File: config.mk
export PLATFORM = sky130hd
export DESIGN_NAME = wdog_timer
export DESIGN_NICKNAME = d
export VERILOG_FILES = /design/src/rtl/wdog_pkg.sv /design/src/rtl/wdog_regs.sv /design/src/rtl/wdog_prescale.sv /design/src/rtl/wdog_counter.sv /design/src/rtl/wdog_timer.sv
export SDC_FILE = /design/constraint.sdc
export NUM_CORES = 1
export LEC_CHECK = 0
export CAP_MARGIN = 10
export CORE_MARGIN = 2
export CORE_UTILIZATION = 50
export CTS_BUF_LIST = sky130_fd_sc_hd__clkbuf_16
export DETAILED_ROUTE_END_ITERATION = 8
export PLACE_DENSITY = 0.73
export SLEW_MARGIN = 20
export SYNTH_ARGS = -nofsm -noshare
export SYNTH_HDL_FRONTEND = slang
export SYNTH_HIERARCHICAL = 1
export SYNTH_SLANG_ARGS = --single-unit
File: constraint.sdc
create_clock -name clk -period 4.7 [get_ports clk]
set_clock_uncertainty 0.15 [all_clocks]
set_input_delay 0.94 -clock clk [delete_from_list [all_inputs] [get_ports clk]]
set_output_delay 0.94 -clock clk [all_outputs]
set_load 0.01 [all_outputs]
File: src/rtl/wdog_pkg.sv
package wdog_pkg;
    localparam logic [7:0] IDX_CTRL = 8'h71;
    localparam logic [7:0] IDX_CFG  = 8'h72;
    localparam logic [7:0] IDX_CLO  = 8'h73;
    localparam logic [7:0] IDX_CHI  = 8'h74;
    localparam logic [7:0] CFG_RESET = 8'h80;

    typedef struct packed {
        logic       unit_sec;
        logic       rst_en;
        logic       tmo_en;
        logic       pwr_gate;
        logic [3:0] irq_sel;
    } cfg_t;
endpackage

File: src/rtl/wdog_regs.sv
module wdog_regs #(
    parameter int CNT_W = 16
) (
    input  logic                clk,
    input  logic                rst_n,
    input  logic                wr_en,
    input  logic [7:0]          addr,
    input  logic [7:0]          wdata,
    input  logic [CNT_W-1:0]    cnt,
    input  logic                status,
    output wdog_pkg::cfg_t      cfg,
    output logic                load_stb,
    output logic [CNT_W-1:0]    load_val,
    output logic                clr_stb,
    output logic [7:0]          rdata
);
    import wdog_pkg::*;

    localparam int HOLD_W = (CNT_W > 8) ? CNT_W - 8 : 1;

    typedef struct packed {
        cfg_t              cfg;
        logic [HOLD_W-1:0] hold;
    } reg_st_t;

    reg_st_t st_d, st_q;
    logic [15:0] cnt16;

    assign load_stb = wr_en && (addr == IDX_CLO);
    assign clr_stb  = wr_en && (addr == IDX_CTRL) && wdata[0];
    assign cfg      = st_q.cfg;
    assign cnt16    = 16'(cnt);

    generate
        if (CNT_W > 8) begin : g_wide
            assign load_val = {st_q.hold, wdata};
        end else begin : g_narrow
            assign load_val = wdata[CNT_W-1:0];
        end
    endgenerate

    always_comb begin
        st_d = st_q;
        if (wr_en) begin
            if (addr == IDX_CFG) st_d.cfg  = cfg_t'(wdata);
            if (addr == IDX_CHI) st_d.hold = wdata[HOLD_W-1:0];
        end
    end

    always_ff @(posedge clk or negedge rst_n) begin
        if (!rst_n) begin
            st_q.cfg  <= cfg_t'(CFG_RESET);
            st_q.hold <= '0;
        end else begin
            st_q <= st_d;
        end
    end

    always_comb begin
        case (addr)
            IDX_CTRL: rdata = {7'b0, status};
            IDX_CFG:  rdata = st_q.cfg;
            IDX_CLO:  rdata = cnt16[7:0];
            IDX_CHI:  rdata = cnt16[15:8];
            default:  rdata = 8'h00;
        endcase
    end
endmodule

File: src/rtl/wdog_prescale.sv
module wdog_prescale #(
    parameter int DIV = 60
) (
    input  logic clk,
    input  logic rst_n,
    input  logic sec_tick,
    input  logic unit_sec,
    input  logic clear,
    input  logic run,
    output logic step
);
    localparam int PW = $clog2(DIV);

    logic [PW-1:0] div_d, div_q;
    logic          wrap;

    assign wrap = (div_q == PW'(DIV - 1));
    assign step = run && sec_tick && (unit_sec || wrap);

    always_comb begin
        div_d = div_q;
        if (clear || !run || unit_sec) begin
            div_d = '0;
        end else if (sec_tick) begin
            div_d = wrap ? '0 : div_q + 1'b1;
        end
    end

    always_ff @(posedge clk or negedge rst_n) begin
        if (!rst_n) div_q <= '0;
        else        div_q <= div_d;
    end
endmodule

File: src/rtl/wdog_counter.sv
module wdog_counter #(
    parameter int CNT_W   = 16,
    parameter int RST_CYC = 4
) (
    input  logic             clk,
    input  logic             rst_n,
    input  logic             load_stb,
    input  logic [CNT_W-1:0] load_val,
    input  logic             step,
    input  logic             clr_stb,
    input  logic             rst_en,
    output logic [CNT_W-1:0] cnt,
    output logic             running,
    output logic             status,
    output logic             rst_out
);
    localparam int PLS_W = $clog2(RST_CYC + 1);

    typedef struct packed {
        logic [CNT_W-1:0] cnt;
        logic             status;
        logic [PLS_W-1:0] pulse;
    } cnt_st_t;

    cnt_st_t st_d, st_q;
    logic    expire;

    assign cnt     = st_q.cnt;
    assign running = (st_q.cnt != '0);
    assign status  = st_q.status;
    assign rst_out = (st_q.pulse != '0);

    always_comb begin
        st_d   = st_q;
        expire = 1'b0;
        if (load_stb) begin
            st_d.cnt = load_val;
        end else if (running && step) begin
            if (st_q.cnt == CNT_W'(1)) begin
                st_d.cnt = '0;
                expire   = 1'b1;
            end else begin
                st_d.cnt = st_q.cnt - 1'b1;
            end
        end
        if (st_q.pulse != '0) st_d.pulse = st_q.pulse - 1'b1;
        if (clr_stb)          st_d.status = 1'b0;
        if (expire) begin
            st_d.status = 1'b1;
            if (rst_en) st_d.pulse = PLS_W'(RST_CYC);
        end
    end

    always_ff @(posedge clk or negedge rst_n) begin
        if (!rst_n) st_q <= '0;
        else        st_q <= st_d;
    end
endmodule

File: src/rtl/wdog_timer.sv
module wdog_timer #(
    parameter int CNT_W   = 16,
    parameter int DIV     = 60,
    parameter int RST_CYC = 4
) (
    input  logic       clk,
    input  logic       rst_n,
    input  logic       sec_tick,
    input  logic       wr_en,
    input  logic [7:0] addr,
    input  logic [7:0] wdata,
    output logic [7:0] rdata,
    output logic       rst_out,
    output logic       tmo_out
);
    wdog_pkg::cfg_t   cfg_w;
    logic             load_w;
    logic [CNT_W-1:0] load_val_w;
    logic             clr_w;
    logic [CNT_W-1:0] cnt_w;
    logic             running_w;
    logic             status_w;
    logic             step_w;

    wdog_regs #(.CNT_W(CNT_W)) u_regs (
        .clk(clk), .rst_n(rst_n), .wr_en(wr_en), .addr(addr), .wdata(wdata),
        .cnt(cnt_w), .status(status_w), .cfg(cfg_w), .load_stb(load_w),
        .load_val(load_val_w), .clr_stb(clr_w), .rdata(rdata)
    );

    wdog_prescale #(.DIV(DIV)) u_pre (
        .clk(clk), .rst_n(rst_n), .sec_tick(sec_tick), .unit_sec(cfg_w.unit_sec),
        .clear(load_w), .run(running_w), .step(step_w)
    );

    wdog_counter #(.CNT_W(CNT_W), .RST_CYC(RST_CYC)) u_cnt (
        .clk(clk), .rst_n(rst_n), .load_stb(load_w), .load_val(load_val_w),
        .step(step_w), .clr_stb(clr_w), .rst_en(cfg_w.rst_en), .cnt(cnt_w),
        .running(running_w), .status(status_w), .rst_out(rst_out)
    );

    assign tmo_out = status_w && cfg_w.tmo_en;
endmodule

# After elaboration in Yosys (flattened, before gate mapping)

Cells that the tools add are included.

Bits in read-only memories: 0
Output and inout port bits: 10
Input port bits: 20
Bits in latches: 0
Memory bits (writable): 0
Memories kept: 0
Bits in registers: 42
Word-level logic and storage cells: 51

$mul: 0
Magnitude comparators: 0
Eq/ne operators: 6
Bitwise gates (word level): 0
Mux-type cells: 14
Add/subtract/negate cells: 3
Shifts and indexed selects: 0
Reduce and logical (&&, ||, !) cells: 18
Div/mod/pow operators: 0

Operators with widths:

| operator              | number |
|---|---|
| $mux 16               | 3 |
| $eq 8x7->1 const B    | 4 |
| $pmux 8 s4            | 1 |
| $mux 6                | 3 |
| $eq 16x1->1 const B   | 1 |
| $reduce_bool 16->1    | 1 |
| $sub 16x1->16 const B | 1 |
| $logic_and 1x1->1     | 7 |
| $add 6x1->6 const B   | 1 |
| $eq 6x6->1 const B    | 1 |
| $mux 3                | 2 |
| $reduce_bool 2->1     | 3 |
| $mux 1                | 4 |
| $mux 4                | 1 |
| $reduce_and 2->1      | 2 |
| $logic_or 1x1->1      | 3 |
| $reduce_bool 3->1     | 1 |
| $sub 3x1->3 const B   | 1 |
| $logic_not 1->1       | 1 |

# Longest topological paths before layout

Depth after elaboration: 7
Gate-level depth with buffers: 11
Gate-level depth less buffers: 9

# Modules after synthesis

The synthesis kept the hierarchy.

By module, submodules not included:

| module        | area each (um^2) | times used | cells each | seq. area each (um^2) |
|---|---|---|---|---|
| wdog_counter  | 1476.4           | 1          | 170        | 500.5 |
| wdog_regs     | 1084.8           | 1          | 100        | 401.6 |
| wdog_prescale | 350.3            | 1          | 37         | 150.1 |
| wdog_timer    | 6.3              | 1          | 1          | 0.0 |

# Worst setup path before layout

Ideal clock, no wire load.

Path type: input port to output port
Start point: input addr[1]
End point: output rdata[1]
Buffers on the path: 2
Required time: 3610 ps
Arrival: 1809 ps
Path slack: 1801 ps
Stages: 5
Cells stage by stage: buf_2 > clkbuf_1 > nand3b_1 > a21o_1 > a21oi_1

Cells in the longest elaborated chain, start to end: 2
Elaborated cells on any way between the ends: 5
Those cells by class: eq/ne (4); mux (1)

RTL lines:

| item           | RTL line         | RTL |
|---|---|---|
| from (decl)    | wdog_timer.sv:10 | `input logic [7:0] addr,` |
| $eq 8x7->1     | wdog_regs.sv:60  | `case (addr)` |
| $pmux 8 s4 (*) | wdog_regs.sv:60  |  |
| to (decl)      | wdog_timer.sv:12 | `output logic [7:0] rdata,` |

Every way passes the cells marked *; elsewhere a longest branch is shown, timed or not.

# Final worst setup path

Start point: input addr[1]
End point: output rdata[4]

The elaborated chain is that of the path after synthesis.

==> metrics <==
status finished, final reports clean; Post-synth top flop dfrtp_1; synthesized area 2920 um^2; # DRC 0; post-layout min period 4.13 ns; postcts setup bufs 0; VDD IR max around 0.18 mV; Hold Path End u_cnt/st_q[1]; Mapped Nets around 330; initial antenna violation count 0; Syn. warnings 6; # fillers 529; cells after synthesis just over 300; Die Ht 80.4 um; final estimated routing congestion in global placement approximately 0.88; synthesis-to-layout area growth 8.88%; buffers and inverters on the worst path 2; GRT busiest layer met2; Antenna Nets Post-Route 0; Clock transition at path regs 0.06 ns; Min-Delay Path Depth 2; Chip Width 80.4 um; Startpoint Class input port; drt via density about 6; utilization after layout 0.570; Worst-Skew Late Latency 0.29 ns; Yosys reg bits 42; wire per inst 17.3 um; unrepaired setup endpoints after global routing false; Synth cell types 61; Reg2Reg Depth 9; clock root buffer clkbuf_16; worst stage delay on the critical path 0.84 ns; Hold Fails Final Rpt 0; clk sink count 42; most common cell after layout, fill and taps aside dfrtp_1; Core Region 5570 um^2; 1st-iter DRT viols 185; Worst Hold Class reg2reg; average size of a mapped cell 9.47 um^2; CTS max path bufs 2; GR Util met1 0.300; worst setup path class in2out; Worst-Margin Slew about 0.93 ns; Hold-fix buffers, CTS 0; R2R Setup Slk around 1.6 ns; first-pass GRT wire length 10700 um; period utilization 0.880; # IOs 30; CP max-delay cell clkdlybuf4s50_1; Crit path max-delay family buffers and inverters; total number of vias 2261; Cell Rows 27; port buffer count 29; TNS Setup 0 ns; most frequent cells in the layout dfrtp_1 (41), clkdlybuf4s50_1 (28), a21oi_1 (25), nand2_1 (25), nand3b_1 (16); CTS tree built; met3 Use GR 0.0427; layout cells sized above 1 0.134; sequential area share after synthesis 0.361; diode count 0; Overflow after GRT 0; H-tree Lvls 2; worst r2r src u_cnt/cnt[6]; arrival time worst endpoint 3.04 ns; Total GRT Usage 0.216; worst relative slew slack 0.377; CP Cell Sequence clkdlybuf4s50_1, and3b_1, nand2_1, a21oi_1, clkdlybuf4s50_1; Final Max Slew Viols 0; met2 usage 0.350; Max Fclk about 240 MHz; post-DP HPWL 4680 um; Setup violations, final 0; Power Density about 330 nW/um^2; CP most frequent cell clkdlybuf4s50_1; min-delay src u_cnt/st_q[1]; Synth async-reset ratio 1.00; crit path max fanout 20; Pre-antenna DRT Iters 4; nets@finish 331; Post-synth EDFFs 0; drt total wl 6530 um; TritonCTS Buffers 5; Reg-to-Reg End u_cnt/cnt[9]; largest net degree at the start of global routing 43; vias in the first global route 2149; dpl cell area 3040 um^2; die area 6460 um^2; Crit. End Element primary output; static leakage around 0.0013 uW; WP data required 3.61 ns; post-CTS sizing 0; max-cap viol count 0; Finished Cell Area 3180 um^2; Starting Density 0.523
[worst reg2reg max path: stages, from the launching register on]
cell and delay (ns):
dfrtp_1 0.42, nor3_1 0.51, and4_1 0.48, nand2_1 0.12, o211a_1 0.17, inv_1 0.15
a41o_1 0.33, nor2b_1 0.45, a21oi_1 0.07, o21ai_0 0.18
[state kept, by name, summed over array words and instances (netlist names)]
register         cells
u_cnt/st_q           3
u_cnt/cnt           16
u_regs/load_val      8
u_regs/cfg           8
u_cnt/status         1
u_pre/div_q          6
[layer usage]
metal,up-vias,part of all wire
li1,1077,-
met1,1109,0.47
met2,67,0.48
met3,8,0.045
met4,0,0.012
met5,-,0
[kinds of logic (layout without fill, tap and decap cells)]
family,count (synthesis),after routing,synth area share
compound gates,76,76,0.172
buf+inv,54,52,0.109
mux,19,19,0.0828
flops,42,42,0.361
fa+ha+maj,6,6,0.0257
simple gates,109,109,0.244
xor+xnor,2,2,0.00600
[Yosys cell counts (2+ instances only)]
cell,n,area (um^2)
a311oi_1,2,17.5
ha_1,6,75.1
a21o_1,12,90.1
clkbuf_1,8,30.0
nand4bb_1,2,22.5
or3_1,2,12.5
nor2b_1,5,31.3
and2_1,3,18.8
o221ai_1,2,17.5
inv_1,13,48.8
nand3b_1,16,120
buf_2,5,25.0
o31ai_1,2,15.0
a22oi_1,5,37.5
mux2_4,8,120
nor2_1,14,52.6
nor3_1,5,25.0
nand3_1,6,30.0
o21ai_1,2,10.0
and4bb_2,2,25.0
xnor2_1,2,17.5
dfrtp_1,41,1030
a21oi_1,25,125
o21ai_0,11,55.1
nand2b_1,9,56.3
nor4b_2,2,30.0
buf_6,2,22.5
a32oi_1,5,43.8
nand2_1,25,93.8
buf_4,25,188
or2_2,2,12.5
mux2i_1,2,20.0
mux2_2,9,101
[cell type report]
cell class / instances / area (um^2) / share of cell area
Multi-Input combinational cell: 212 / 1550 / 0.487
Sequential cell: 42 / 1050 / 0.331
Timing Repair Buffer: 31 / 300 / 0.0945
Clock buffer: 5 / 125 / 0.0394
Tap cell: 72 / 90.1 / 0.0284
Inverter: 13 / 48.8 / 0.0154
Clock inverter: 3 / 12.5 / 0.00394
[through the flow]
stage / total power [uW] / hold slack [ns] / instances / setup WS (ns)
finish: 1050 / 0.361 / 378 / 0.566
floorplan: 689 / 0.307 / 308 / 1.80
CTS: 1060 / 0.363 / 378 / 0.602
global route: 1110 / 0.377 / 378 / 0.348
detailed placement: 725 / 0.343 / 370 / 0.616
global placement: 720 / 0.345 / 370 / 0.655
[report_power, final]
group / total [uW] / switching [uW] / internal, uW / leakage [uW]
Sequential: 497 / 81.7 / 415 / 0.000551
Combinational: 226 / 116 / 110 / 0.000696
Clock: 328 / 136 / 192 / 0.0000724
Total: 1050 / 334 / 717 / 0.00132
[how the worst max path moves through the flow]
stage / start / endpoint / cells after the start
floorplan: addr[1] / rdata[1] / 5
global placement: addr[1] / rdata[2] / 5
detailed placement: addr[1] / rdata[4] / 5
CTS: addr[1] / rdata[4] / 5
global route: addr[1] / rdata[4] / 5
finish: addr[1] / rdata[4] / 5
Power figures use the tool's default switching activity.
